--- src/rtl/hbus_pkg.sv ---
package hbus_pkg;

  // Strobes from control to datapath
  typedef struct packed {
    logic cycStart;  // strobe fell with chip select active: latch cycle address
    logic aleFall;   // latch-strobe falling edge in shared-bus mode
    logic dsActive;  // synchronized strobe currently asserted
    logic rdDrive;   // drive read data onto the decoded lanes
  } hbusStrbT;

  // Lane selection, bit 1 = upper byte, bit 0 = lower byte
  typedef enum logic [1:0] {
    LANE_NONE = 2'b00,
    LANE_LOW  = 2'b01,
    LANE_HIGH = 2'b10,
    LANE_BOTH = 2'b11
  } laneT;

endpackage

--- src/rtl/hbus_ctrl.sv ---
module hbus_ctrl
  import hbus_pkg::*;
#(
  parameter int SYNC_STAGES = 2
) (
  input  logic     clk,
  input  logic     rstN,
  input  logic     addrMuxed,
  input  logic     csN,
  input  logic     rdWr,
  input  logic     dsN,
  input  logic     ale,
  input  logic     laneNone,
  output hbusStrbT strb,
  output logic     wrPulse
);

  localparam int NSIG = 4;

  logic [SYNC_STAGES-1:0][NSIG-1:0] syncChain;
  logic [NSIG-1:0] syncOut;
  logic csAct, rdSel, dsLow, aleHigh;
  logic dsLowPrev, aleHighPrev;
  logic cycOpen, cycRead;
  logic dsFall, dsRise;

  always_ff @(posedge clk or negedge rstN) begin
    if (!rstN) begin
      syncChain <= '1;
    end else begin
      for (int i = SYNC_STAGES - 1; i > 0; i--) syncChain[i] <= syncChain[i-1];
      syncChain[0] <= {csN, rdWr, dsN, ale};
    end
  end

  assign syncOut = syncChain[SYNC_STAGES-1];
  assign csAct   = ~syncOut[3];
  assign rdSel   = syncOut[2];
  assign dsLow   = ~syncOut[1];
  assign aleHigh = syncOut[0];

  assign dsFall = dsLow & ~dsLowPrev;
  assign dsRise = ~dsLow & dsLowPrev;

  always_ff @(posedge clk or negedge rstN) begin
    if (!rstN) begin
      dsLowPrev   <= 1'b0;
      aleHighPrev <= 1'b1;
      cycOpen     <= 1'b0;
      cycRead     <= 1'b0;
    end else begin
      dsLowPrev   <= dsLow;
      aleHighPrev <= aleHigh;
      if (dsFall && csAct) begin
        cycOpen <= 1'b1;
        cycRead <= rdSel;
      end else if (dsRise) begin
        cycOpen <= 1'b0;
      end
    end
  end

  always_comb begin
    strb.cycStart = dsFall & csAct;
    strb.aleFall  = aleHighPrev & ~aleHigh & addrMuxed;
    strb.dsActive = dsLow;
    strb.rdDrive  = cycOpen & cycRead & dsLow & csAct & ~laneNone;
  end

  assign wrPulse = dsRise & cycOpen & ~cycRead & ~laneNone;

endmodule

--- src/rtl/hbus_dp.sv ---
module hbus_dp
  import hbus_pkg::*;
#(
  parameter int ADDR_W      = 8,
  parameter int DATA_W      = 16,
  parameter int SYNC_STAGES = 2
) (
  input  logic              clk,
  input  logic              rstN,
  input  logic              byteMode,
  input  logic              addrMuxed,
  input  hbusStrbT          strb,
  input  logic [ADDR_W-1:0] addrIn,
  input  logic              bleN,
  input  logic [DATA_W-1:0] dataIn,
  input  logic [DATA_W-1:0] regRdData,
  output logic              laneNone,
  output logic [ADDR_W-2:0] regAddr,
  output logic [1:0]        regWrMask,
  output logic [DATA_W-1:0] regWrData,
  output logic [DATA_W-1:0] dataOut,
  output logic [1:0]        dataOe
);

  localparam int LANES = DATA_W / 8;
  // Address pipe is one stage deeper so it lines up with the last sample
  // taken before a strobe edge was seen.
  localparam int APIPE = SYNC_STAGES + 1;

  logic [APIPE-1:0][ADDR_W:0]       addrPipe;
  logic [SYNC_STAGES-1:0][DATA_W-1:0] dataPipe;
  logic [ADDR_W:0] aleLatch;
  logic [ADDR_W:0] cycLatch;
  logic [DATA_W-1:0] wrData;
  laneT lane;
  logic addrLsb, cycBle;
  logic [1:0] oeLanes;
  logic [7:0] byteSel;

  always_ff @(posedge clk or negedge rstN) begin
    if (!rstN) begin
      addrPipe <= '0;
      dataPipe <= '0;
      aleLatch <= '0;
      cycLatch <= {1'b1, {ADDR_W{1'b0}}};
      wrData   <= '0;
    end else begin
      for (int i = APIPE - 1; i > 0; i--) addrPipe[i] <= addrPipe[i-1];
      addrPipe[0] <= {bleN, addrIn};
      for (int i = SYNC_STAGES - 1; i > 0; i--) dataPipe[i] <= dataPipe[i-1];
      dataPipe[0] <= dataIn;
      if (strb.aleFall) aleLatch <= addrPipe[APIPE-1];
      if (strb.cycStart) cycLatch <= addrMuxed ? aleLatch : addrPipe[APIPE-1];
      if (strb.dsActive) wrData <= dataPipe[SYNC_STAGES-1];
    end
  end

  assign addrLsb = cycLatch[0];
  assign cycBle  = cycLatch[ADDR_W];
  assign regAddr = cycLatch[ADDR_W-1:1];

  always_comb begin
    if (byteMode) begin
      lane = addrLsb ? LANE_LOW : LANE_HIGH;
    end else begin
      unique case ({cycBle, addrLsb})
        2'b00:   lane = LANE_BOTH;
        2'b01:   lane = LANE_HIGH;
        2'b10:   lane = LANE_LOW;
        default: lane = LANE_NONE;
      endcase
    end
  end

  assign laneNone  = (lane == LANE_NONE);
  assign regWrMask = lane;
  assign oeLanes   = byteMode ? 2'b01 : lane;
  assign dataOe    = strb.rdDrive ? oeLanes : 2'b00;
  assign byteSel   = addrLsb ? regRdData[7:0] : regRdData[15:8];

  for (genvar g = 0; g < LANES; g++) begin : gLane
    assign regWrData[g*8 +: 8] = byteMode ? wrData[7:0] : wrData[g*8 +: 8];
    if (g == 0) begin : gLow
      assign dataOut[7:0] = byteMode ? byteSel : regRdData[7:0];
    end else begin : gUp
      assign dataOut[g*8 +: 8] = regRdData[g*8 +: 8];
    end
  end

endmodule

--- src/rtl/hbus_slave.sv ---
module hbus_slave
  import hbus_pkg::*;
#(
  parameter int ADDR_W      = 8,
  parameter int DATA_W      = 16,
  parameter int SYNC_STAGES = 2
) (
  input  logic              clk,
  input  logic              rstN,
  input  logic              byteMode,
  input  logic              addrMuxed,
  input  logic              csN,
  input  logic              rdWr,
  input  logic              dsN,
  input  logic              ale,
  input  logic              bleN,
  input  logic [ADDR_W-1:0] addrIn,
  input  logic [DATA_W-1:0] dataIn,
  output logic [DATA_W-1:0] dataOut,
  output logic [1:0]        dataOe,
  output logic [ADDR_W-2:0] regAddr,
  output logic              regWrEn,
  output logic [1:0]        regWrMask,
  output logic [DATA_W-1:0] regWrData,
  input  logic [DATA_W-1:0] regRdData
);

  hbusStrbT strb;
  logic laneNone;

  hbus_ctrl #(.SYNC_STAGES(SYNC_STAGES)) uCtrl (
    .clk(clk), .rstN(rstN), .addrMuxed(addrMuxed),
    .csN(csN), .rdWr(rdWr), .dsN(dsN), .ale(ale),
    .laneNone(laneNone), .strb(strb), .wrPulse(regWrEn)
  );

  hbus_dp #(.ADDR_W(ADDR_W), .DATA_W(DATA_W), .SYNC_STAGES(SYNC_STAGES)) uDp (
    .clk(clk), .rstN(rstN), .byteMode(byteMode), .addrMuxed(addrMuxed),
    .strb(strb), .addrIn(addrIn), .bleN(bleN), .dataIn(dataIn),
    .regRdData(regRdData), .laneNone(laneNone), .regAddr(regAddr),
    .regWrMask(regWrMask), .regWrData(regWrData), .dataOut(dataOut),
    .dataOe(dataOe)
  );

endmodule

--- config.mk ---
export PLATFORM = sky130hd
export DESIGN_NAME = hbus_slave
export DESIGN_NICKNAME = d
export VERILOG_FILES = /design/src/rtl/hbus_pkg.sv /design/src/rtl/hbus_ctrl.sv /design/src/rtl/hbus_dp.sv /design/src/rtl/hbus_slave.sv
export SDC_FILE = /design/constraint.sdc
export NUM_CORES = 1
export LEC_CHECK = 0
export ABC_AREA = 1
export BUFFER_PORTS_ARGS = -buffer_cell sky130_fd_sc_hd__buf_2
export CORE_ASPECT_RATIO = 0.9
export CORE_UTILIZATION = 40
export CTS_BUF_LIST = sky130_fd_sc_hd__clkbuf_8
export DETAILED_ROUTE_END_ITERATION = 6
export MAX_ROUTING_LAYER = met4
export PLACE_DENSITY = 0.7
export SYNTH_ARGS = -nofsm -noshare
export SYNTH_HDL_FRONTEND = slang
export SYNTH_HIERARCHICAL = 1
export SYNTH_SLANG_ARGS = --single-unit
export TNS_END_PERCENT = 50
--- constraint.sdc ---
create_clock -name clk -period 3.3 [get_ports clk]
set_clock_uncertainty 0.2 [all_clocks]
set_input_delay 0.825 -clock clk [delete_from_list [all_inputs] [get_ports clk]]
set_output_delay 0.825 -clock clk [all_outputs]
set_load 0.005 [all_outputs]
==> flow_results.org <==
** Outcome
- Outcome :: finished clean

** Final layout
- Commonest non-fill, non-tap cell in the layout :: sky130_fd_sc_hd__dfrtp_1
- The multi-input combinational cells in the finished layout cover a total of 674 um2.
- Leaving out fill and tap cells, the most frequent cells in the layout are sky130_fd_sc_hd__dfrtp_1, sky130_fd_sc_hd__nand2_1, sky130_fd_sc_hd__buf_2.
- The net count of the finished layout is 460.
- Fillers :: 842
- Across the whole layout, storage elements account for 2640 um2.
- Fraction of layout cells with a size suffix above 1 :: 30.5%
- The number of antenna diodes in the final layout is 0.
- Area overhead of the layout relative to synthesis :: 15.0%

** Logic synthesis
- Synthesis produced a netlist with a net count of 388.
- The portion of synthesized area spent on multiplexers is 0%.
- Simple-Gate Fraction of Synth Area :: 13.4%
- In this run, synthesis produced a sequential element count of 105.
- Combinational family with the most area after synthesis :: simple AND/OR/NAND/NOR gates
- The synthesized netlist contains 20 unique library cells.
- During synthesis, Yosys emitted a total of 6 warnings.
- Xor-xnor portion of the synthesized cell area :: 0%
- Cell count after synthesis :: 339
- Of the total synthesized cell area, the portion taken by full adders, half adders and majority gates is 0%.
- Sequential elements use 70.6% of the synthesized area.
- Synthesized area per cell :: 11.0 um2
- Share of the synthesized area in compound gates (AO/OA/AOI/OAI) :: 4.69%
- The cell area that synthesis handed to floorplanning was 3740 um2.

** Setup path
- Traced cell by cell, the critical path runs through buf_2 > inv_1 > nand2_1 > nor2_1 > inv_1 > nand2_1 > nor2_1 > inv_1 > a21oi_1 > buf_2.
- Worst path bufs/invs :: 5
- Slowest library cell on the worst path :: sky130_fd_sc_hd__buf_2
- Crit path arrival time :: 1.78 ns
- STA classifies the critical path startpoint as an input port.
- CP peak stage delay :: 0.21 ns
- Type of the setup path with the least slack :: in2out
- The kind of cell with the highest combined delay along the critical path is buffers and inverters.
- Of all nets on the critical path, the largest fanout is 11.
- CP endpoint kind :: primary output
- By instance count, the cell type seen most on the critical path is sky130_fd_sc_hd__inv_1.
- Data on the critical path is required at its endpoint by 2.27 ns.

** STA
- Final hold violation count :: 0
- Endpoints failing setup :: 0
- Worst slew pin tran :: 0.867 ns
- Summed negative setup slack over all endpoints :: 0 ns
- Final Slew Violations :: 0
- Across all setup checks in the final design, the least slack found is 0.499 ns.
- Static timing analysis puts the maximum clock frequency at 357 MHz.
- Setup repair after global routing missed its margin :: false
- The smallest clock period supported by the final layout is computed as 2.80 ns.
- The worst pin sits at a relative slew slack of 42.0%.
- In the finished design, the share of the clock period the worst path needs comes to 84.9%.

** Routing
- Average vias per placed instance :: 4.27
- The first TritonRoute pass finished after 4 iterations.
- Post-route DRC violation count :: 0
- Across all layers, the routed design uses 2298 vias.
- In the final routed layout, each cell accounts on average for 11.4 um.
- The count of nets left with antenna violations once routing finished came out at 0.
- Drt first-iter violations :: 149
- Summed over all layers, the routed wires come to 6120 um.

** Placement
- DP Worst Slack :: 0.474 ns
- I/O Buffers :: 92
- Routability-driven placement finished with a final weighted congestion of 0.712.
- Final HPWL from detailed placement :: 4440 um

** CTS
- The number of setup buffers added after CTS is 0.
- Clk sinks :: 105
- Clock latency on the worst-skew pair, taken at its later pin, is 0.35 ns.
- For this design, the CTS-stage hold fixing added 0 buffers.
- The longest clock path from root to sink contains 2 buffers.
- In this run the clock root is driven by a sky130_fd_sc_hd__clkbuf_8.
- Num CTS Buffers :: 9
- TritonCTS built the clock tree.
- Clock H-tree levels :: 3
- Clock Pin Slew Worst Setup and Hold Paths :: 0.09 ns
- Cells resized by post-CTS repair :: 0

** Global routing
- The number of global-route vias before repair came to 2164.
- Global routing used 13.6% of the available tracks.
- Maximum number of pins on one net before global-route repair :: 43
- Global-route wire length before repair :: 9960 um
- The initial antenna violation count was 0.
- Congestion Overflow GR :: 0

** Pwr
- The analysis attributes to cell leakage a power of 2.24 nW.
- Across the VDD grid, the largest voltage drop is 0.184 mV.
- Dividing total power by cell area gives a power density of 556 nW/um2.

** Floorplan
- Vertical die dimension :: 93.7 um
- The floorplan has 33 rows.
- Die X :: 104 um
- During I/O placement, the number of pins put on the boundary was 93.
- Overall die area :: 9730 um2
- The region available for standard cell placement spans 9080 um2.
- Initial core utilization :: 41.1%

** Worst hold path
- The worst hold path belongs to the class reg2reg.

** Run
- Maxcap violations :: 0
worst register-to-register path: cells and delay by family, from the launching register on:
kind	cells	cell delay (ns)
DFF	1	0.52
and+or+nand+nor	2	0.70
AOI/OAI and AO/OA	1	0.25
per-stage QoR:
stage	instances	util, %	hold WS [ns]	total power [W]	area [um2]
2_1_floorplan	339	-	0.131	0.00162	3740
3_3_place_gp	522	45.3	0.132	0.00170	4120
3_5_place_dp	522	45.3	0.135	0.00172	4120
4_1_cts	538	47.3	0.156	0.00243	4300
5_1_grt	538	47.3	0.161	0.00253	4300
6_report	538	47.3	0.153	0.00239	4300
final timing paths:
check	from	to	slack, ns	cells past startpoint
max	byteMode	dataOe[0]	0.50	10
min	uDp/addrPipe[9]	uDp/addrPipe[18]	0.15	0
max reg2reg	uCtrl/aleHighPrev	uDp/aleLatch[6]	1.47	3
min reg2reg	uDp/addrPipe[9]	uDp/addrPipe[18]	0.15	0
max in group asynchronous	rstN	uCtrl/syncChain[3]	1.82	2
min in group asynchronous	rstN	uDp/dataPipe[21]	0.23	1
cell families (layout without fill, tap and decap cells):
group / after synthesis / after routing
and+or+nand+nor: 121 / 121
DFF: 105 / 105
buffers and inverters: 78 / 155
AOI/OAI and AO/OA: 35 / 35
where the power goes:
group / switching [W] / internal (W) / total (W) / leakage, nW
logic: 0.000149 / 0.000104 / 0.000253 / 0.925
clock network: 0.000409 / 0.000296 / 0.000705 / 0.0863
registers: 0.0000429 / 0.00139 / 0.00143 / 1.23
layout make-up:
class	count	share of cell area (%)
multi-input cells	156	15.7
clock buffers	10	3.20
repair buffers	95	11.3
well taps	122	3.55
inverters	44	3.84
clock inverters	6	1.02
flip-flops and latches	105	61.4
state kept, by name, indices dropped and copies added, names as in the netlist:
register           count
uDp/dataPipe          32
uDp/addrPipe          27
uDp/wrData            16
uDp/aleLatch           9
uDp/cycLatch           9
uCtrl/syncChain        4
uCtrl/syncOut          4
uCtrl/aleHighPrev      1
uCtrl/cycOpen          1
uCtrl/cycRead          1
uCtrl/dsLowPrev        1
cell usage after synthesis, drive strengths merged:
| library cell | number | area (um2) |
|---|---|---|
| a21oi | 1 | 5.00 |
| and2 | 1 | 6.26 |
| buf | 32 | 248 |
| clkbuf | 2 | 10.0 |
| dfrtp | 95 | 2380 |
| dfstp | 10 | 263 |
| inv | 44 | 165 |
| nand2 | 96 | 370 |
| nand3 | 18 | 90.1 |
| nor2 | 4 | 17.5 |
| nor3 | 2 | 15.0 |
| o21ai | 34 | 170 |
metal layers:
layer | vias up | part of all wire [%] | track usage, % | wire length [um]
met5 | - | 0 | - | 0
met4 | 0 | 1.6 | 7.14 | 97
met3 | 7 | 4.7 | 2.91 | 289
met2 | 74 | 48 | 21.3 | 2940
met1 | 1071 | 46 | 16.8 | 2790
li1 | 1146 | - | - | -
Power figures use the tool's default switching activity.
